## src/rtl/sync_tag_pkg.sv

```systemverilog
package sync_tag_pkg;
  typedef enum logic [1:0] {
    PRE_ANY  = 2'b00,
    PRE_ZERO = 2'b01,
    PRE_ONE  = 2'b10,
    PRE_RSVD = 2'b11
  } pre_e;

  typedef enum logic [1:0] {
    POST_KEEP = 2'b00,
    POST_CLR  = 2'b01,
    POST_SET  = 2'b10,
    POST_INV  = 2'b11
  } post_e;

  typedef enum logic {
    OP_LOAD  = 1'b0,
    OP_STORE = 1'b1
  } op_e;
endpackage

```

## src/rtl/stm_rule.sv

```systemverilog
module stm_rule
  import sync_tag_pkg::*;
(
  input  logic [1:0] pre,
  input  logic [1:0] post,
  input  logic       cur_sync,
  output logic       pass,
  output logic       fail,
  output logic       err,
  output logic       new_sync
);
  always_comb begin
    err  = 1'b0;
    fail = 1'b0;
    unique case (pre_e'(pre))
      PRE_ANY:  fail = 1'b0;
      PRE_ZERO: fail = cur_sync;
      PRE_ONE:  fail = ~cur_sync;
      default:  err  = 1'b1;
    endcase
    pass = ~err & ~fail;
  end

  always_comb begin
    unique case (post_e'(post))
      POST_KEEP: new_sync = cur_sync;
      POST_CLR:  new_sync = 1'b0;
      POST_SET:  new_sync = 1'b1;
      default:   new_sync = ~cur_sync;
    endcase
  end

  always_comb begin
    AST_PRE_RULE_EXCL: assert (!(fail && err) && (pass ^ (fail | err)));
  end
endmodule

```

## src/rtl/stm_word_array.sv

```systemverilog
module stm_word_array #(
  parameter int DATA_W = 64,
  parameter int DEPTH  = 16,
  localparam int ADDR_W = (DEPTH > 1) ? $clog2(DEPTH) : 1
) (
  input  logic              clk,
  input  logic              rst_n,
  input  logic [ADDR_W-1:0] addr,
  output logic [DATA_W-1:0] rd_data,
  output logic              rd_ptr,
  output logic              rd_sync,
  input  logic              wr_data_en,
  input  logic [DATA_W-1:0] wr_data,
  input  logic              wr_ptr,
  input  logic              wr_sync_en,
  input  logic              wr_sync
);
  logic [DATA_W-1:0] data_q [DEPTH];
  logic [DEPTH-1:0]  ptr_q;
  logic [DEPTH-1:0]  sync_q;

  for (genvar w = 0; w < DEPTH; w++) begin : g_word
    logic hit;
    assign hit = (addr == ADDR_W'(w));

    always_ff @(posedge clk or negedge rst_n) begin
      if (!rst_n) begin
        data_q[w] <= '0;
        ptr_q[w]  <= 1'b0;
      end else if (hit && wr_data_en) begin
        data_q[w] <= wr_data;
        ptr_q[w]  <= wr_ptr;
      end
    end

    always_ff @(posedge clk or negedge rst_n) begin
      if (!rst_n) begin
        sync_q[w] <= 1'b0;
      end else if (hit && wr_sync_en) begin
        sync_q[w] <= wr_sync;
      end
    end
  end

  assign rd_data = data_q[addr];
  assign rd_ptr  = ptr_q[addr];
  assign rd_sync = sync_q[addr];
endmodule

```

## src/rtl/sync_tag_mem.sv

```systemverilog
module sync_tag_mem
  import sync_tag_pkg::*;
#(
  parameter int DATA_W = 64,
  parameter int DEPTH  = 16,
  localparam int ADDR_W = (DEPTH > 1) ? $clog2(DEPTH) : 1
) (
  input  logic              clk,
  input  logic              rst_n,
  input  logic              req_valid,
  input  logic              req_op,
  input  logic [ADDR_W-1:0] req_addr,
  input  logic [DATA_W-1:0] req_wdata,
  input  logic              req_wptr,
  input  logic [1:0]        req_pre,
  input  logic [1:0]        req_post,
  output logic              rsp_valid,
  output logic [DATA_W-1:0] rsp_rdata,
  output logic              rsp_rptr,
  output logic              rsp_rsync,
  output logic              rsp_fail,
  output logic              rsp_err
);
  // reset: asserted asynchronously, released after two clock edges
  logic [1:0] rst_sq;
  logic       rst_ok;

  always_ff @(posedge clk or negedge rst_n) begin
    if (!rst_n) rst_sq <= 2'b00;
    else        rst_sq <= {rst_sq[0], 1'b1};
  end
  assign rst_ok = rst_sq[1];

  logic [DATA_W-1:0] cur_data;
  logic              cur_ptr, cur_sync;
  logic              pass, fail, err, new_sync;
  logic              is_store;

  stm_rule u_rule (
    .pre      (req_pre),
    .post     (req_post),
    .cur_sync (cur_sync),
    .pass     (pass),
    .fail     (fail),
    .err      (err),
    .new_sync (new_sync)
  );

  assign is_store = (op_e'(req_op) == OP_STORE);

  stm_word_array #(.DATA_W(DATA_W), .DEPTH(DEPTH)) u_array (
    .clk        (clk),
    .rst_n      (rst_ok),
    .addr       (req_addr),
    .rd_data    (cur_data),
    .rd_ptr     (cur_ptr),
    .rd_sync    (cur_sync),
    .wr_data_en (req_valid && pass && is_store),
    .wr_data    (req_wdata),
    .wr_ptr     (req_wptr),
    .wr_sync_en (req_valid && pass),
    .wr_sync    (new_sync)
  );

  // response next-state
  logic              rsp_valid_d, rsp_rptr_d, rsp_rsync_d, rsp_fail_d, rsp_err_d;
  logic [DATA_W-1:0] rsp_rdata_d;
  logic              load_ok;

  always_comb begin
    load_ok     = req_valid && pass && !is_store;
    rsp_valid_d = req_valid;
    rsp_rdata_d = load_ok ? cur_data : '0;
    rsp_rptr_d  = load_ok & cur_ptr;
    rsp_rsync_d = req_valid & cur_sync;
    rsp_fail_d  = req_valid & fail;
    rsp_err_d   = req_valid & err;
  end

  always_ff @(posedge clk or negedge rst_ok) begin
    if (!rst_ok) begin
      rsp_valid <= 1'b0;
      rsp_rdata <= '0;
      rsp_rptr  <= 1'b0;
      rsp_rsync <= 1'b0;
      rsp_fail  <= 1'b0;
      rsp_err   <= 1'b0;
    end else begin
      rsp_valid <= rsp_valid_d;
      rsp_rdata <= rsp_rdata_d;
      rsp_rptr  <= rsp_rptr_d;
      rsp_rsync <= rsp_rsync_d;
      rsp_fail  <= rsp_fail_d;
      rsp_err   <= rsp_err_d;
    end
  end

  AST_RSP_FOLLOWS_REQ: assert property (@(posedge clk) disable iff (!rst_ok)
    req_valid |=> rsp_valid);
  AST_NO_RSP_IDLE: assert property (@(posedge clk) disable iff (!rst_ok)
    !req_valid |=> !rsp_valid);
  AST_ANY_NEVER_FAILS: assert property (@(posedge clk) disable iff (!rst_ok)
    (req_valid && req_pre == 2'b00) |=> !rsp_fail);
  AST_RSVD_ERR: assert property (@(posedge clk) disable iff (!rst_ok)
    (req_valid && req_pre == 2'b11) |=> (rsp_err && !rsp_fail));
  AST_REJECT_NO_DATA: assert property (@(posedge clk) disable iff (!rst_ok)
    (rsp_valid && (rsp_fail || rsp_err)) |-> (rsp_rdata == '0 && !rsp_rptr));
  AST_REJECT_KEEPS_TAG: assert property (@(posedge clk) disable iff (!rst_ok)
    (req_valid && !pass) |=> ($stable(cur_sync) || $past(req_addr) != req_addr));
endmodule

```

## config.mk

```make
export PLATFORM = sky130hd
export DESIGN_NAME = sync_tag_mem
export DESIGN_NICKNAME = d
export VERILOG_FILES = /design/src/rtl/sync_tag_pkg.sv /design/src/rtl/stm_rule.sv /design/src/rtl/stm_word_array.sv /design/src/rtl/sync_tag_mem.sv
export SDC_FILE = /design/constraint.sdc
export NUM_CORES = 2
export LEC_CHECK = 0
export BUFFER_PORTS_ARGS = -buffer_cell sky130_fd_sc_hd__buf_2
export CAP_MARGIN = 0
export CORE_MARGIN = 1
export CORE_UTILIZATION = 56
export DETAILED_ROUTE_END_ITERATION = 6
export PLACE_DENSITY = 0.87
export RECOVER_POWER = 25
export SLEW_MARGIN = 20
export SYNTH_ARGS = -nofsm -noshare
export SYNTH_HDL_FRONTEND = slang
export SYNTH_SLANG_ARGS = --single-unit
```

## constraint.sdc

```tcl
create_clock -name clk -period 33.7 [get_ports clk]
set_input_delay 1.685 -clock clk [delete_from_list [all_inputs] [get_ports clk]]
set_output_delay 1.685 -clock clk [all_outputs]
set_load 0.03 [all_outputs]
```

---- Yosys cells after proc, flatten, opt, wreduce, memory -nomap -nowiden ----
Cells that the tools add are included.
cells by class
  order comparisons ....................... 2
  eq/ne operators ......................... 19
  muxes and demuxes ....................... 11
  bitwise gates (word level) .............. 8
  reduce and logical (&&, ||, !) cells .... 40
operator list
  kind                number
  $bmux 64 s4         1
  $mux 64             3
  $logic_and 1x1->1   35
  $eq 4x4->1 const B  8
  $eq 4x3->1 const B  4
  $bmux 1 s4          2
  $eq 4x2->1 const B  2
  $and 1x1->1         5
  $ge 5x5->1 const B  1
  $lt 4x5->1 const B  1
  $not 4->5           1
  $eq 2x1->1 const B  2
  $eq 2x2->1 const B  2
  $eq 4x1->1 const B  1
  $logic_not 2->1     2
  $logic_not 4->1     1
  $mux 1              3
  $pmux 1 s3          1
  $reduce_or 3->1     1
  $not 1->1           2
  $pmux 1 s2          1
  $logic_not 1->1     1
storage, ports and cells
  register bits ........................... 1127
  bits of input ports ..................... 77
  logic and storage cells ................. 135

---- Logic depth before layout (Yosys ltp) ----
  word-level depth ........................ 9
  mapped depth ............................ 8
  gate-level depth less buffers ........... 5

---- Modules after synthesis ----
A second synthesis with hierarchy kept.
unflattened totals
  cell total of the unflattened synthesis .. 3067
  area total of the unflattened synthesis .. 49897.9 sq um
modules (own cells, without submodules)
  module          times used  cells an instance  area each (sq um)
  stm_word_array  1           2897               47249.1
  sync_tag_mem    1           163                2602.5
  stm_rule        1           7                  46.3

---- Worst setup path before layout ----
Ideal clock, no wire load.
  path kind ............................... input -> register
  start ................................... in req_addr[0]
  end ..................................... reg rsp_rdata[10]
  setup time .............................. 132 ps
  arrival ................................. 3698 ps
  slack ................................... 29869 ps
  cell stages on the path ................. 6
  path buffers ............................ 3
  cell sequence ........................... buf_2 > buf_2 > buf_1 > mux4_2 > mux4_2 > nor2b_1
on the way
  longest elaborated chain between the ends .. 9
  elaborated cells between the ends (all ways) .. 13
  classes of those cells .................. mux (7); bitwise (4); reduce/logical (2)
ends and longest elaborated chain
  item                            line                  RTL
  from (decl)                     sync_tag_mem.sv:12    input logic [ADDR_W-1:0] req_addr,
  $bmux 1 s4                      stm_word_array.sv:47  assign rd_sync = sync_q[addr];
  $mux 1 (not written as such)    stm_word_array.sv:47
  $not 1->1                       stm_rule.sv:18        PRE_ONE: fail = ~cur_sync;
  $pmux 1 s2                      stm_rule.sv:15        unique case (pre_e'(pre))
  $not 1->1                       stm_rule.sv:21        pass = ~err & ~fail;
  $and 1x1->1                     stm_rule.sv:21
  $logic_and 1x1->1 (2 in a row)  sync_tag_mem.sv:71    load_ok = req_valid && pass && !is_store;
  $mux 64 (*)                     sync_tag_mem.sv:73    rsp_rdata_d = load_ok ? cur_data : '0;
  named net rsp_rdata_d[10]       sync_tag_mem.sv:67    logic [DATA_W-1:0] rsp_rdata_d;
  to (signal assigned)            sync_tag_mem.sv:90    rsp_rdata <= rsp_rdata_d;
  to (decl)                       sync_tag_mem.sv:18    output logic [DATA_W-1:0] rsp_rdata,
The timed path passes the listed nets; every way through them passes the cells marked *. The select of a mux whose other input is x is not followed.
A chain may end at the register's enable or synchronous reset.

==> results.toml <==
[outcome]
status = "finished, violations left"
violations = "max-capacitance violations, max-slew violations"

[die]
die_height_um = 300
core_sq_mm = 0.0882
dieArea_sq_mm = 0.0902
start_util_pct = 56.5
rows = 109
fp.dieW_um = 300
top_level_ports = 146

[critical_path]
cp_common_cell = "clkbuf_1"
slowest_stage = "clkbuf_1"
critPathLaunchType = "flip-flop"
end_kind = "asynchronous set/reset pin"
max_stage_delay_ps = 3710
cp.required_ps = 34360
cp_cell_sequence = "clkbuf_1 > clkbuf_1 > buf_4"
r2r_setup_slack_ps = 22470
cp_max_fo = 97
crit_arrival_ps = 11890
critical_path_class = "flip-flop to asynchronous set/reset pin"

[sta]
fin_skew_ps = 25.0
holdWs_ps = 350
fmax_mhz = 89.1
drv_slew = 691
tightest_slew_ps = 5120
hold_violations = 0
setup_tns_ps = 0
setup_slack_ps = 22470
rsz0062_at_grt = "no"
final-setup-viol-count = 0
min_period_ps = 11230
fin_crit_sh_pct = 33.3
relSlewSlack_pct = -241

[synthesis]
syn_nets = 2994
synth_cells = 2917
synth_edf_count = 0
syn_area_sq_mm = 0.0498
ys_warn_count = 0
ys_types = 26
synth_xor_area_share_pct = 0
synth_compound_area_share_pct = 0.0151
synth_top_family_by_area = "multiplexers"
synth-async-reset-ratio_pct = 100
synth_top_area_cell = "dfrtp_1"
synth_top_area_share_pct = 56.6
synth_fa_ha_area_share_pct = 0
yosys-top-cells-area = "dfrtp_1 (57%), mux2_2 (22%), mux4_2 (15%)"
synth.yosys.seq_area_share_pct = 56.6
ys_ff_latch = 1127
postSynthAreaPerCell_sq_um = 17.1
yosys.area_share.simple_pct = 1.42
synth-main-ff-cell = "dfrtp_1"
synthMuxAreaShare_pct = 39.0

[global_routing]
met2_usage_pct = 43.4
grt_util_met3_pct = 5.49
grt_pass1_vias = 30348
grt_use_met1_pct = 35.2
gr-total-overflow = 0
grt_pass1_wl_mm = 182
track_usage_pct = 26.6
busiest_layer = "met2"
grt_max_degree = 194
antenna_found_initial = 18

[layout]
fillers = 5979
layout_commonest_cell = "dfrtp_1"
seq_area_sq_mm = 0.0282
mostFrequentLayoutCells = "dfrtp_1 (1,127), mux2_2 (981), mux4_2 (327)"
final_nets = 3034
fin_area_sq_mm = 0.0548
finalCoreUtilization_pct = 62.2
drive_above_1_share_pct = 55.5
multi_input_area_sq_mm = 0.0203
area_growth_pct = 10.1

[route]
routed_wirelength_mm = 116
ant_nets = 0
drt-initial-drc-count = 2083
via_count = 26780
drc = 0
wl_per_cell_um = 27.4
first_pass_iters = 5
vias_per_cell = 6.34

[clock_network]
ctsHoldBuffers = 0
cts_tree = "yes"
cts_num_sinks = 1127
clockBufferDepth = 3
cts_resized = 0
htree_levels = 3
cts_buffers = 110
cts-root-buf = "clkbuf_16"
cts_setup_buffers = 0
clk_latency_ps = 680
clk_pin_slew_ps = 60

[place]
place_hpwl_mm = 62.5
gp_congestion = 0.768
place_area_sq_mm = 0.0511
dp_slack_ps = 27790
io_buffers = 145

[power]
max-vdd-ir-drop_mv = 0.0530
leakagePower_nw = 25.3
powerDensity_mw_per_mm2 = 65.1

[job]
cap_viol_max_count = 8

[hold_path]
worstHoldPathType = "flip-flop to flip-flop"
## through the flow
stage / cells / power [mW]
floorplan: 2917 / 2.17
global placement: 4008 / 2.26
detailed placement: 4008 / 2.32
CTS: 4212 / 3.59
global route: 4221 / 3.71
finish: 4224 / 3.57
## cell type report
| type | instances | area share [%] |
|---|---|---|
| Sequential cell | 1127 | 51.4 |
| Multi-Input combinational cell | 1528 | 37.0 |
| Clock buffer | 156 | 5.74 |
| Tap cell | 1165 | 2.66 |
| Timing Repair Buffer | 190 | 2.00 |
| Clock inverter | 48 | 1.15 |
| Antenna cell | 10 | 0.0456 |
## synth_stat cells, drive strengths merged (2+ instances only)
cell type / count
or3b: 2
nand2: 3
nor3: 6
nand2b: 6
nand3: 2
mux4: 327
clkbuf: 62
nor2: 36
dfrtp: 1127
mux2: 1056
buf: 200
mux2i: 14
nor2b: 65
nand3b: 4
## state kept, by name, indices dropped and copies added, names as in the netlist
| signal | flops |
|---|---|
| rsp_rdata | 64 |
| rsp_err | 1 |
| rsp_rptr | 1 |
| rsp_valid | 1 |
| rst_sq | 2 |
| u_array.ptr_q | 16 |
| rsp_rsync | 1 |
| u_array.sync_q | 16 |
| rsp_fail | 1 |
| u_array.data_q | 1024 |
## routing by layer
metal,up-vias,part of all wire (%),wire [um]
li1,10931,-,-
met1,14740,40,46000
met2,850,50,58200
met3,245,6.4,7380
met4,14,3.4,3930
met5,-,0.061,70
## where the power goes
group	internal (mW)	leakage [nW]	switching, mW
clock network	0.744	1.86	0.527
logic	0.342	8.48	0.203
registers	1.61	15.0	0.142
total	2.70	25.3	0.872
## cell families after synthesis
logic type             count (synthesis)
muxes                               1397
and+or+nand+nor                      129
DFF                                 1127
AOI/OAI and AO/OA                      1
other                                  1
buffers and inverters                262
## worst max-delay path: cells and delay by family, from the launching register on
family	cells	cell delay, ps
DFF	1	2430
buffers and inverters	3	8580
## final timing paths
| path | startpoint | end | depth (start not counted) |
|---|---|---|---|
| min | rst_sq[0]$_DFF_PN0_ | rst_sq[1]$_DFF_PN0_ | 0 |
| min reg2reg | rst_sq[0]$_DFF_PN0_ | rst_sq[1]$_DFF_PN0_ | 0 |
| max in group clk | req_addr[1] | u_array.data_q[582]$_DFFE_PN0P_ | 8 |
| max | rst_sq[1]$_DFF_PN0_ | u_array.data_q[4]$_DFFE_PN0P_ | 3 |
| max reg2reg | rst_sq[1]$_DFF_PN0_ | u_array.data_q[4]$_DFFE_PN0P_ | 3 |
| min in group asynchronous | rst_n | rst_sq[0]$_DFF_PN0_ | 1 |
Note: power is estimated with default switching activity, not from simulation.
